--- src/rtl/cfg_seq_pkg.sv ---
// Shared types and constants for the startup configuration sequencer.
// Assumes a device with 7-bit register addresses and 8-bit data.
package cfg_seq_pkg;

    typedef enum logic [3:0] {
        ST_IDLE,
        ST_RESET,
        ST_WAIT,
        ST_UNLOCK,
        ST_MAP,
        ST_MASK,
        ST_ENABLE,
        ST_DONE,
        ST_ERR
    } seq_state_t;

    localparam logic [6:0] A_SWRESET = 7'h1A;
    localparam logic [7:0] D_SWRESET = 8'h03;
    localparam logic [6:0] A_LOCK    = 7'h1E;
    localparam logic [7:0] D_UNLOCK  = 8'h01;
    localparam logic [6:0] A_GLOBEN  = 7'h1C;
    localparam logic [7:0] D_GLOBEN  = 8'h02;
    localparam logic [6:0] A_INMAP   = 7'h53;
    localparam logic [6:0] A_DDRIVE  = 7'h57;
    localparam logic [6:0] A_OUTEN   = 7'h5B;

    // Packs a write frame: write flag in bit 0, address above it, data on top.
    function automatic logic [15:0] make_frame(logic [6:0] addr, logic [7:0] data);
        return {data, addr, 1'b1};
    endfunction

endpackage

--- src/rtl/cfg_spi_tx.sv ---
// Single-frame SPI transmitter.
// Sends one FRAME_W-bit word LSB first with cs_n low for the whole frame.
// sclk idles low; mosi changes while sclk is low and is sampled on the rising edge.
// Assumes go is only raised while busy is low; clr drops any frame at once.
module cfg_spi_tx #(
    parameter int DIV_HALF = 4,
    parameter int FRAME_W  = 16
) (
    input  logic               clk,
    input  logic               rst_n,
    input  logic               clr,
    input  logic               go,
    input  logic [FRAME_W-1:0] frame,
    output logic               busy,
    output logic               done,
    output logic               sclk,
    output logic               mosi,
    output logic               cs_n
);
    localparam int DIV_W = (DIV_HALF > 1) ? $clog2(DIV_HALF) : 1;
    localparam int BIT_W = $clog2(FRAME_W);

    logic [FRAME_W-1:0] shreg;
    logic [DIV_W-1:0]   div_cnt;
    logic [BIT_W-1:0]   bit_cnt;

    // Shift engine: half-period timing, bit counting and frame end.
    always_ff @(posedge clk) begin
        if (!rst_n || clr) begin
            busy    <= 1'b0;
            done    <= 1'b0;
            sclk    <= 1'b0;
            cs_n    <= 1'b1;
            shreg   <= '0;
            div_cnt <= '0;
            bit_cnt <= '0;
        end else begin
            done <= 1'b0;
            if (!busy) begin
                if (go) begin
                    busy    <= 1'b1;
                    cs_n    <= 1'b0;
                    shreg   <= frame;
                    div_cnt <= '0;
                    bit_cnt <= '0;
                end
            end else if (div_cnt == DIV_W'(DIV_HALF - 1)) begin
                div_cnt <= '0;
                if (!sclk) begin
                    sclk <= 1'b1;
                end else begin
                    sclk <= 1'b0;
                    if (bit_cnt == BIT_W'(FRAME_W - 1)) begin
                        busy <= 1'b0;
                        cs_n <= 1'b1;
                        done <= 1'b1;
                    end else begin
                        bit_cnt <= bit_cnt + 1'b1;
                        shreg   <= shreg >> 1;
                    end
                end
            end else begin
                div_cnt <= div_cnt + 1'b1;
            end
        end
    end

    // Data line: current LSB while a frame is open, low otherwise.
    assign mosi = busy & shreg[0];

    // the clock never toggles outside an open frame.
    p_sclk_idle_r2: assert property (@(posedge clk) disable iff (!rst_n)
        cs_n |-> !sclk);

    // a new frame is requested only when the shifter is free.
    p_go_idle_r2: assert property (@(posedge clk) disable iff (!rst_n)
        (go && !clr) |-> !busy);

    // a frame closes normally only after its last bit.
    p_frame_len_r2: assert property (@(posedge clk) disable iff (!rst_n)
        (done && !$past(clr)) |-> ($past(bit_cnt) == BIT_W'(FRAME_W - 1)));

endmodule

--- src/rtl/cfg_wait_timer.sv ---
// Settle-time down-counter.
// load arms it with WAIT_CYC; zero is high once the count has run out.
module cfg_wait_timer #(
    parameter int WAIT_CYC = 300000
) (
    input  logic clk,
    input  logic rst_n,
    input  logic clr,
    input  logic load,
    output logic zero
);
    localparam int CNT_W = $clog2(WAIT_CYC + 1);

    logic [CNT_W-1:0] cnt;

    // Count down from the loaded value and stop at zero.
    always_ff @(posedge clk) begin
        if (!rst_n || clr) begin
            cnt <= '0;
        end else if (load) begin
            cnt <= CNT_W'(WAIT_CYC);
        end else if (cnt != '0) begin
            cnt <= cnt - 1'b1;
        end
    end

    assign zero = (cnt == '0);

endmodule

--- src/rtl/cfg_startup_seq.sv ---
// Startup configuration sequencer for a multi-channel output driver.
// Order: reset frame, settle wait, unlock, one map frame per entry,
// output-enable/direct-drive mask pairs, global enable.
// Entries are checked before their frame; a bad entry stops the run.
// Assumes that start is a single-cycle pulse; map_cfg is sampled only then.
module cfg_startup_seq
    import cfg_seq_pkg::*;
#(
    parameter int DIV_HALF = 4,
    parameter int WAIT_CYC = 300000,
    parameter int MAP_CNT  = 4,
    parameter int NUM_W    = 5
) (
    input  logic                     clk,
    input  logic                     rst_n,
    input  logic                     start,
    input  logic [MAP_CNT*NUM_W-1:0] map_cfg,
    output logic                     sclk,
    output logic                     mosi,
    output logic                     cs_n,
    output logic                     done,
    output logic                     err
);
    localparam int MASK_BYTES = 4;
    localparam int MASK_W     = 8 * MASK_BYTES;
    localparam int IDX_W      = $clog2(2 * MASK_BYTES);
    localparam logic [MASK_W-1:0] MASK_PRESET = 32'h0F00_000F;
    localparam logic [NUM_W-1:0]  MIN_NUM     = NUM_W'(5);

    seq_state_t                 state;
    logic                       issued;
    logic [IDX_W-1:0]           idx;
    logic [MASK_W-1:0]          mask;
    logic [MAP_CNT*NUM_W-1:0]   map_q;

    logic        tx_go, tx_busy, tx_done, wait_zero, wait_load;
    logic [15:0] tx_frame;
    logic [NUM_W-1:0] cur_num, num_m1;
    logic        entry_bad;
    logic [1:0]  byte_sel;
    logic [7:0]  mask_byte;

    // Current map entry, its bit position and its legality.
    always_comb begin
        cur_num   = map_q[int'(idx[1:0]) * NUM_W +: NUM_W];
        num_m1    = cur_num - 1'b1;
        entry_bad = (cur_num < MIN_NUM) || mask[num_m1];
        byte_sel  = idx[2:1];
        mask_byte = mask[int'(byte_sel) * 8 +: 8];
    end

    // Frame contents for the state now being served.
    always_comb begin
        case (state)
            ST_RESET:  tx_frame = make_frame(A_SWRESET, D_SWRESET);
            ST_UNLOCK: tx_frame = make_frame(A_LOCK, D_UNLOCK);
            ST_MAP:    tx_frame = make_frame(A_INMAP + 7'(num_m1 >> 3),
                                             8'(cur_num - MIN_NUM));
            ST_MASK:   tx_frame = make_frame((idx[0] ? A_DDRIVE : A_OUTEN) + 7'(byte_sel),
                                             mask_byte);
            ST_ENABLE: tx_frame = make_frame(A_GLOBEN, D_GLOBEN);
            default:   tx_frame = '0;
        endcase
    end

    // Request a frame once per sending state, unless the entry is rejected.
    always_comb begin
        tx_go = !issued && ((state == ST_RESET) || (state == ST_UNLOCK) ||
                            (state == ST_MASK) || (state == ST_ENABLE) ||
                            ((state == ST_MAP) && !entry_bad));
    end

    assign wait_load = (state == ST_RESET) && tx_done;

    // Step through the startup order and grow the mask as entries are accepted.
    always_ff @(posedge clk) begin
        if (!rst_n) begin
            state  <= ST_IDLE;
            issued <= 1'b0;
            idx    <= '0;
            mask   <= MASK_PRESET;
            map_q  <= '0;
        end else if (start) begin
            state  <= ST_RESET;
            issued <= 1'b0;
            idx    <= '0;
            mask   <= MASK_PRESET;
            map_q  <= map_cfg;
        end else begin
            if (tx_go) issued <= 1'b1;
            case (state)
                ST_RESET: if (tx_done) begin
                    issued <= 1'b0;
                    state  <= ST_WAIT;
                end
                ST_WAIT: if (wait_zero) state <= ST_UNLOCK;
                ST_UNLOCK: if (tx_done) begin
                    issued <= 1'b0;
                    state  <= ST_MAP;
                end
                ST_MAP: begin
                    if (!issued && entry_bad) begin
                        state <= ST_ERR;
                    end else if (!issued) begin
                        mask[num_m1] <= 1'b1;
                    end
                    if (tx_done) begin
                        issued <= 1'b0;
                        if (idx == IDX_W'(MAP_CNT - 1)) begin
                            idx   <= '0;
                            state <= ST_MASK;
                        end else begin
                            idx <= idx + 1'b1;
                        end
                    end
                end
                ST_MASK: if (tx_done) begin
                    issued <= 1'b0;
                    if (idx == IDX_W'(2 * MASK_BYTES - 1)) begin
                        idx   <= '0;
                        state <= ST_ENABLE;
                    end else begin
                        idx <= idx + 1'b1;
                    end
                end
                ST_ENABLE: if (tx_done) begin
                    issued <= 1'b0;
                    state  <= ST_DONE;
                end
                default: ;
            endcase
        end
    end

    assign done = (state == ST_DONE) || (state == ST_ERR);
    assign err  = (state == ST_ERR);

    cfg_spi_tx #(
        .DIV_HALF (DIV_HALF),
        .FRAME_W  (16)
    ) u_tx (
        .clk   (clk),
        .rst_n (rst_n),
        .clr   (start),
        .go    (tx_go),
        .frame (tx_frame),
        .busy  (tx_busy),
        .done  (tx_done),
        .sclk  (sclk),
        .mosi  (mosi),
        .cs_n  (cs_n)
    );

    cfg_wait_timer #(
        .WAIT_CYC (WAIT_CYC)
    ) u_wait (
        .clk   (clk),
        .rst_n (rst_n),
        .clr   (start),
        .load  (wait_load),
        .zero  (wait_zero)
    );

    // no frame is open during the settle wait.
    p_quiet_wait_r3: assert property (@(posedge clk) disable iff (!rst_n)
        (state == ST_WAIT) |-> (cs_n && !tx_busy));

    // an error is always reported together with completion.
    p_err_done_r9: assert property (@(posedge clk) disable iff (!rst_n)
        err |-> done);

    // completion holds until the next start.
    p_done_hold_r8: assert property (@(posedge clk) disable iff (!rst_n)
        (done && !start) |=> done);

    // a start pulse closes any open frame on the next cycle.
    p_abort_r11: assert property (@(posedge clk) disable iff (!rst_n)
        start |=> (cs_n && !done));

endmodule

--- config.mk ---
export PLATFORM = sky130hd
export DESIGN_NAME = cfg_startup_seq
export DESIGN_NICKNAME = d
export VERILOG_FILES = /design/src/rtl/cfg_seq_pkg.sv /design/src/rtl/cfg_spi_tx.sv /design/src/rtl/cfg_wait_timer.sv /design/src/rtl/cfg_startup_seq.sv
export SDC_FILE = /design/constraint.sdc
export NUM_CORES = 1
export LEC_CHECK = 0
export BUFFER_PORTS_ARGS = -buffer_cell sky130_fd_sc_hd__buf_4
export CAP_MARGIN = 20
export CORE_ASPECT_RATIO = 0.9
export CORE_MARGIN = 3
export CORE_UTILIZATION = 55
export CTS_CLUSTER_SIZE = 10
export DETAILED_ROUTE_END_ITERATION = 7
export GPL_TIMING_DRIVEN = 0
export HOLD_SLACK_MARGIN = 0.06
export PLACE_DENSITY = 0.75
export RECOVER_POWER = 100
export SYNTH_ARGS = -nofsm -noshare
export SYNTH_HDL_FRONTEND = slang
export SYNTH_SLANG_ARGS = --single-unit
--- constraint.sdc ---
create_clock -name clk -period 8.8 [get_ports clk]
set_clock_uncertainty 0.1 [all_clocks]
set_input_delay 0.44 -clock clk [delete_from_list [all_inputs] [get_ports clk]]
set_output_delay 0.44 -clock clk [all_outputs]
set_load 0.03 [all_outputs]
==> run summary, run 1 <==
SYNTH
-------------------------------------------------------------------------------------
Count of unique library cells instantiated by Yosys                                71
#FFs+latches synth                                                                105
Main synth FF type                                                            dfxtp_1
Number of standard cells after synthesis                                          600
Number of enable flip-flop cells after synthesis                                    0
Async set or reset register ratio after synthesis                                   0
Synthesized area per cell                                                    9.41 µm²
Netlist Area Pre-Place                                                    0.00565 mm²
Number of synthesis warnings                                                        0
Syn_nets                                                                          641
Register area share after synthesis                                             0.372

CLOCKING
-------------------------------------------------------------------------------------
Clock buffers created by TritonCTS                                                  9
Worst-Skew Late Latency                                                       0.35 ns
Clock-pin slew of the registers on the worst-case setup and hold paths        0.07 ns
Clock Root Buffer                                                           clkbuf_16
TritonCTS Sinks                                                                   105
Max Root-Sink Buffers                                                               2
Count of cells resized by post-cts repair                                           0
Max H-tree Level                                                                    3
Cts hold-fix bufs                                                                   0
Setup bufs post-CTS                                                                 0
Clock tree from TritonCTS                                                         yes

CRITICAL PATH
-------------------------------------------------------------------------------------
Logic depth of the worst register-to-register path                                 15
R2r startpoint                                                                 idx[1]
Start-to-end type of the worst setup path                                     reg2reg
CP arrival                                                                    6.04 ns
Setup slack of the most critical reg-to-reg path                              2.95 ns
Critical register-to-register path endpoint                                  mask[18]
Type of element launching the critical path                                      flop
Type of destination of the critical path                                         flop
CP Launch Point                                                                idx[1]
Worst setup path end                                                         mask[18]
CP max FO                                                                          11
Worst Path Required                                                           8.99 ns

STA
-------------------------------------------------------------------------------------
Setup Total Neg Slack                                                            0 ns
Max transition margin                                                           0.489
Final hold vios                                                                     0
Number of setup violations in the final report                                      0
Actual transition at the worst max-transition pin                            0.766 ns
Fraction of the cycle the final worst path needs                                0.665
PnR worst setup slack                                                         2.95 ns
RSZ-0062 raised after global routing                                               no
Count of final max-slew check failures                                              0
Period minus WS final                                                         5.85 ns
Worst hold margin                                                            0.242 ns
Fmax                                                                        0.171 GHz

FINISH
-------------------------------------------------------------------------------------
Finished Layout Cells                                                             768
Diodes inserted                                                                     0
Area occupied by registers                                                0.00210 mm²
Fraction of final layout cells with drive strength greater than 1               0.114
Multi-input gate area in the final layout                                 0.00323 mm²
Post-layout instance area                                                 0.00619 mm²
Filler cell count in the final layout                                             827
Commonest cells after routing, fill and taps aside                       105 x dfxtp_1, 65 x nor2_1, 50 x clkbuf_1, 34 x a21oi_1, 31 x nand2_1
Core utilization of the finished layout                                         0.630
Most common cell after layout, fill and taps aside                            dfxtp_1
Fin nets                                                                          679
Layout overhead on the synthesized area                                         9.64%

DRT
-------------------------------------------------------------------------------------
Starting DRT DRC Count                                                            435
Number of vias in the routed layout                                              4865
Number of iterations in the first detailed-routing pass                             5
Post-route antenna net violation count                                              0
Total length of routed wires                                                 14200 µm
Detailed-route vias per instance                                                 6.33
Avg WL per Cell                                                               18.5 µm
Total DRC errors in the routed layout                                               0

FLOORPLAN
-------------------------------------------------------------------------------------
Core Region                                                               0.00983 mm²
FP Rows                                                                            34
Initial cell density of the core                                                0.575
Die area                                                                   0.0115 mm²
Total I/O pin count                                                                28
DIE WIDTH                                                                      113 µm
Die height                                                                     102 µm

POWER AND IR DROP
-------------------------------------------------------------------------------------
Total power per unit cell area                                             208 mW/mm²
Post-route total power                                                        1.29 mW
IR Drop Worst-Case VDD                                                       0.181 mV
Leakage power                                                                 2.16 nW

PLACE
-------------------------------------------------------------------------------------
Half-perimeter wire length after placement                                   10500 µm
Area post-placement                                                       0.00601 mm²
Final RePlAce weighted congestion                                               0.938
Cells after DPL                                                                   753
Buffers on Ports                                                                   26
Pre-CTS setup slack                                                           4.52 ns

GLOBAL ROUTING
-------------------------------------------------------------------------------------
Number of antenna violations at the first check in global routing                   0
Remaining Overflow, GRT                                                             0
GRT Resource Usage Total                                                        0.255
Number of global-route vias before repair                                        4665
Largest net degree at the start of global routing                                  18
Global-route wire length before repair                                       23500 µm

FLOW RUN
-------------------------------------------------------------------------------------
Max-capacitance violation count                                                     0

OUTCOME
-------------------------------------------------------------------------------------
Run status                                                               complete, no violations

HOLD PATH
-------------------------------------------------------------------------------------
Hold Crit Depth                                                                     2
Hold/Removal Path Class                                                        in2reg

-- worst min path at each step --
stage	startpoint	endpoint	slack, ns
6_report	rst_n	map_q[19]	0.24
3_5_place_dp	u_tx.shreg[9]	u_tx.shreg[9]	0.36
5_1_grt	map_cfg[13]	map_q[13]	0.25
3_3_place_gp	u_tx.shreg[9]	u_tx.shreg[9]	0.35
2_1_floorplan	mask[1]	mask[1]	0.34
4_1_cts	rst_n	map_q[19]	0.23
-- critical path, stage by stage (launching register included) --
cell and delay [ns]:
dfxtp_1 0.33, clkbuf_1 0.45, mux4_2 0.31, clkbuf_1 0.45
clkbuf_1 0.58, inv_1 0.27, ha_1 0.34, clkbuf_1 0.41
mux4_2 0.43, a211oi_1 0.20, nor4_1 0.13, nor3_1 0.38
clkbuf_1 0.50, clkbuf_1 0.52, a41oi_1 0.23, nor2_1 0.13
-- routing by layer --
metal | up-vias | GRT usage | share of wire
met2 | 209 | 0.401 | 0.45
met1 | 2322 | 0.344 | 0.44
li1 | 2306 | - | -
met5 | - | 0 | 0
met3 | 28 | 0.0693 | 0.090
met4 | 0 | 0.0860 | 0.023
-- final cells by class --
cell class,count,share of cell area
timing repair buffer,27,0.0293
inverter,16,0.00970
sequential,105,0.339
tap,126,0.0255
multi-input combinational,432,0.522
clock buffer,9,0.0364
buffer,47,0.0309
clock inverter,6,0.00727
-- synth_stat cells (all sizes together) (7+ instances only) --
cell,count,area share
mux4,20,0.080
nor4,10,0.016
mux2i,28,0.050
nor3,15,0.015
a22oi,7,0.0093
o21ai,19,0.017
a211oi,7,0.0093
nand3,9,0.0080
nand2,31,0.021
a21oi,34,0.030
a41oi,24,0.037
and2,9,0.010
and3,7,0.0086
a311o,8,0.014
clkbuf,37,0.025
buf,10,0.014
dfxtp,105,0.37
ha,18,0.040
nor2b,22,0.024
inv,16,0.011
xnor2,18,0.029
nor2,66,0.044
-- flip-flops by register name (all words and copies together), names as in the netlist --
| name | count |
|---|---|
| u_tx.sclk | 1 |
| state | 4 |
| u_tx.cs_n | 1 |
| u_tx.busy | 1 |
| issued | 1 |
| u_tx.bit_cnt | 4 |
| idx | 3 |
| u_tx.shreg | 16 |
| u_tx.div_cnt | 2 |
| u_tx.done | 1 |
| u_wait.cnt | 19 |
| mask | 32 |
| map_q | 20 |
-- cells by family (layout without fill, tap and decap cells) --
kind of cell / Yosys count / in the layout / share of synthesized area
simple gates: 199 / 199 / 0.186
compound gates: 142 / 142 / 0.182
flops: 105 / 105 / 0.372
buf+inv: 63 / 105 / 0.0492
mux: 50 / 50 / 0.133
xor+xnor: 23 / 23 / 0.0370
fa+ha+maj: 18 / 18 / 0.0399
-- power breakdown --
group / leakage, nW / switching (mW) / internal, mW
Sequential: 0.853 / 0.0231 / 0.506
Combinational: 1.19 / 0.225 / 0.162
Clock: 0.124 / 0.181 / 0.191
Total: 2.16 / 0.429 / 0.859
Power figures use the tool's default switching activity.
==> run 2: changes to the inputs <==
--- a/config.mk
+++ b/config.mk
@@ -14,7 +14,7 @@
 export DETAILED_ROUTE_END_ITERATION = 7
 export GPL_TIMING_DRIVEN = 0
 export HOLD_SLACK_MARGIN = 0.06
-export PLACE_DENSITY = 0.75
+export PLACE_DENSITY = 0.78
 export RECOVER_POWER = 100
 export SYNTH_ARGS = -nofsm -noshare
 export SYNTH_HDL_FRONTEND = slang
==> constraint.sdc (replaced) <==
create_clock -name clk -period 5.15 [get_ports clk]
set_clock_uncertainty 0.1 [all_clocks]
set_input_delay 0.2575 -clock clk [delete_from_list [all_inputs] [get_ports clk]]
set_output_delay 0.2575 -clock clk [all_outputs]
set_load 0.03 [all_outputs]
==> run summary, run 2 (synthesized netlist as in run 1, its figures left out) <==
HOLD PATH
-------------------------------------------------------------------------------------
Worst hold endpoint                                                         map_q[13]
Hold/Removal Path Class                                                        in2reg
Hold Crit Depth                                                                     3
Origin of the worst min-delay path                                        map_cfg[13]

CRITICAL PATH
-------------------------------------------------------------------------------------
CP arrival                                                                    4.72 ns
R2r startpoint                                                                 idx[1]
Logic depth of the worst register-to-register path                                 13
Standard cell with the maximum stage delay on the critical path              o311ai_0
CP Launch Point                                                                idx[1]
Worst Path Required                                                           5.28 ns
Type of destination of the critical path                                         flop
Critical register-to-register path endpoint                              u_tx.shreg[15]
CP max FO                                                                          11
Kind of cell with the highest combined delay on the critical path        buffers and inverters
Setup slack of the most critical reg-to-reg path                              0.56 ns
Worst stage delay on the critical path                                        0.51 ns
CP Buf/Inv Count                                                                    5
Start-to-end type of the worst setup path                                     reg2reg
Critical-path cell list                                                  clkbuf_1, mux4_2, buf_6, buf_6, inv_1, ha_1, clkbuf_1, mux4_2, a211oi_1, nor4_1, o311ai_0, nand2_1, o41ai_1
Type of element launching the critical path                                      flop

FINISH
-------------------------------------------------------------------------------------
Largest register FFs                                                               32
Top reg by flops                                                                 mask
Core utilization of the finished layout                                         0.634
Largest registers                                                        mask (32), map_q (20), u_wait.cnt (19)
Most common cell after layout, fill and taps aside                            dfxtp_1
Diodes inserted                                                                     0
Layout overhead on the synthesized area                                         10.4%
Fin nets                                                                          679
Fraction of final layout cells with drive strength greater than 1               0.121
Commonest cells after routing, fill and taps aside                       105 x dfxtp_1, 65 x nor2_1, 47 x clkbuf_1, 34 x a21oi_1, 31 x nand2_1

DRT
-------------------------------------------------------------------------------------
Avg WL per Cell                                                               18.3 µm
Number of iterations in the first detailed-routing pass                             5
Starting DRT DRC Count                                                            552
Detailed-route vias per instance                                                 6.34
Post-route antenna net violation count                                              0
Total length of routed wires                                                 14100 µm
Total DRC errors in the routed layout                                               0
Number of vias in the routed layout                                              4876

GLOBAL ROUTING
-------------------------------------------------------------------------------------
GRT Resource Usage Total                                                        0.255
Global-route wire length before repair                                       23500 µm
Remaining Overflow, GRT                                                             0
Number of antenna violations at the first check in global routing                   0
Largest net degree at the start of global routing                                  18
Number of global-route vias before repair                                        4776

CLOCKING
-------------------------------------------------------------------------------------
TritonCTS Sinks                                                                   105
Max Root-Sink Buffers                                                               2
Count of cells resized by post-cts repair                                           0
Clock buffers created by TritonCTS                                                  9
Cts hold-fix bufs                                                                   0
Worst-Skew Late Latency                                                       0.35 ns
Max H-tree Level                                                                    3
Clock-pin slew of the registers on the worst-case setup and hold paths        0.07 ns
Setup bufs post-CTS                                                                 0
Clock tree from TritonCTS                                                         yes
Clock Root Buffer                                                           clkbuf_16

FLOORPLAN
-------------------------------------------------------------------------------------
FP Rows                                                                            34
Core Region                                                               0.00983 mm²
DIE WIDTH                                                                      113 µm
Die area                                                                   0.0115 mm²
Total I/O pin count                                                                28
Die height                                                                     102 µm
Initial cell density of the core                                                0.575

STA
-------------------------------------------------------------------------------------
Actual transition at the worst max-transition pin                            0.770 ns
Max transition margin                                                           0.485
Setup Total Neg Slack                                                            0 ns
Period minus WS final                                                         4.59 ns
Number of setup violations in the final report                                      0
Fmax                                                                        0.218 GHz
Fraction of the cycle the final worst path needs                                0.892
RSZ-0062 raised after global routing                                               no
Count of final max-slew check failures                                              0
Final hold vios                                                                     0

FLOW RUN
-------------------------------------------------------------------------------------
Max-capacitance violation count                                                     0

POWER AND IR DROP
-------------------------------------------------------------------------------------
Leakage power                                                                 2.20 nW
IR Drop Worst-Case VDD                                                       0.315 mV
Total power per unit cell area                                             356 mW/mm²

PLACE
-------------------------------------------------------------------------------------
Half-perimeter wire length after placement                                   10400 µm
Buffers on Ports                                                                   26
Final RePlAce weighted congestion                                               0.902

OUTCOME
-------------------------------------------------------------------------------------
Run status                                                               complete, no violations

-- run 2: cell types whose count changed in the layout (fill, tap and decap cells not counted) --
cell / before / now
buf_2: 1 / 3
clkbuf_1: 50 / 47
nor4_4: 0 / 1
nor4_1: 9 / 8
o21ai_0: 16 / 17
o21ai_1: 3 / 2
buf_6: 2 / 5
clkinvlp_4: 3 / 0
clkinv_4: 1 / 2
inv_6: 1 / 2
-- run 2: routing by layer --
metal | GRT usage | share of wire | vias up
met5 | 0 | 0 | -
met4 | 0.0850 | 0.020 | 0
met3 | 0.0592 | 0.077 | 30
met2 | 0.416 | 0.46 | 206
met1 | 0.337 | 0.44 | 2329
li1 | - | - | 2311
-- run 2: final cells by class --
cell class                 instances  area, µm²
timing repair buffer              27        181
inverter                          16       60.1
clock inverter                     5       40.0
fill                             820       3590
tap                              126        158
clock buffer                      11        233
sequential                       105       2100
buffer                            47        216
multi-input combinational        432       3240
-- run 2: how the worst max path moves through the flow --
stage / slack, ns / cells past startpoint / to
4_1_cts: 0.83 / 15 / mask[21]
2_1_floorplan: 1.42 / 14 / mask[1]
3_5_place_dp: 0.86 / 15 / mask[21]
6_report: 0.56 / 13 / u_tx.shreg[15]
5_1_grt: 0.35 / 14 / u_tx.shreg[1]
3_3_place_gp: 1.02 / 14 / mask[25]
-- run 2: through the flow --
step | hold slack, ns | worst slack [ns] | cells | instance area [µm²] | total power [mW]
2_1_floorplan | 0.286 | 1.42 | 600 | 5650 | 1.44
3_3_place_gp | 0.349 | 1.02 | 752 | 6000 | 1.56
3_5_place_dp | 0.359 | 0.859 | 753 | 6010 | 1.59
4_1_cts | 0.0601 | 0.828 | 769 | 6280 | 2.22
5_1_grt | 0.0757 | 0.350 | 769 | 6230 | 2.33
6_report | 0.0677 | 0.558 | 769 | 6230 | 2.22
-- run 2: report_power, final --
group / switching, mW / total [mW] / leakage [nW] / internal (mW)
combinational: 0.393 / 0.676 / 1.21 / 0.283
clock: 0.306 / 0.639 / 0.134 / 0.333
sequential: 0.0385 / 0.903 / 0.853 / 0.864
total: 0.738 / 2.22 / 2.20 / 1.48
-- run 2: worst reg2reg max path, delay by kind of cell (launching register included) --
kind / cells / cell delay, ns
flops: 1 / 0.33
buf+inv: 5 / 1.33
compound gates: 3 / 1.17
mux: 2 / 0.76
fa+ha+maj: 1 / 0.30
simple gates: 2 / 0.47
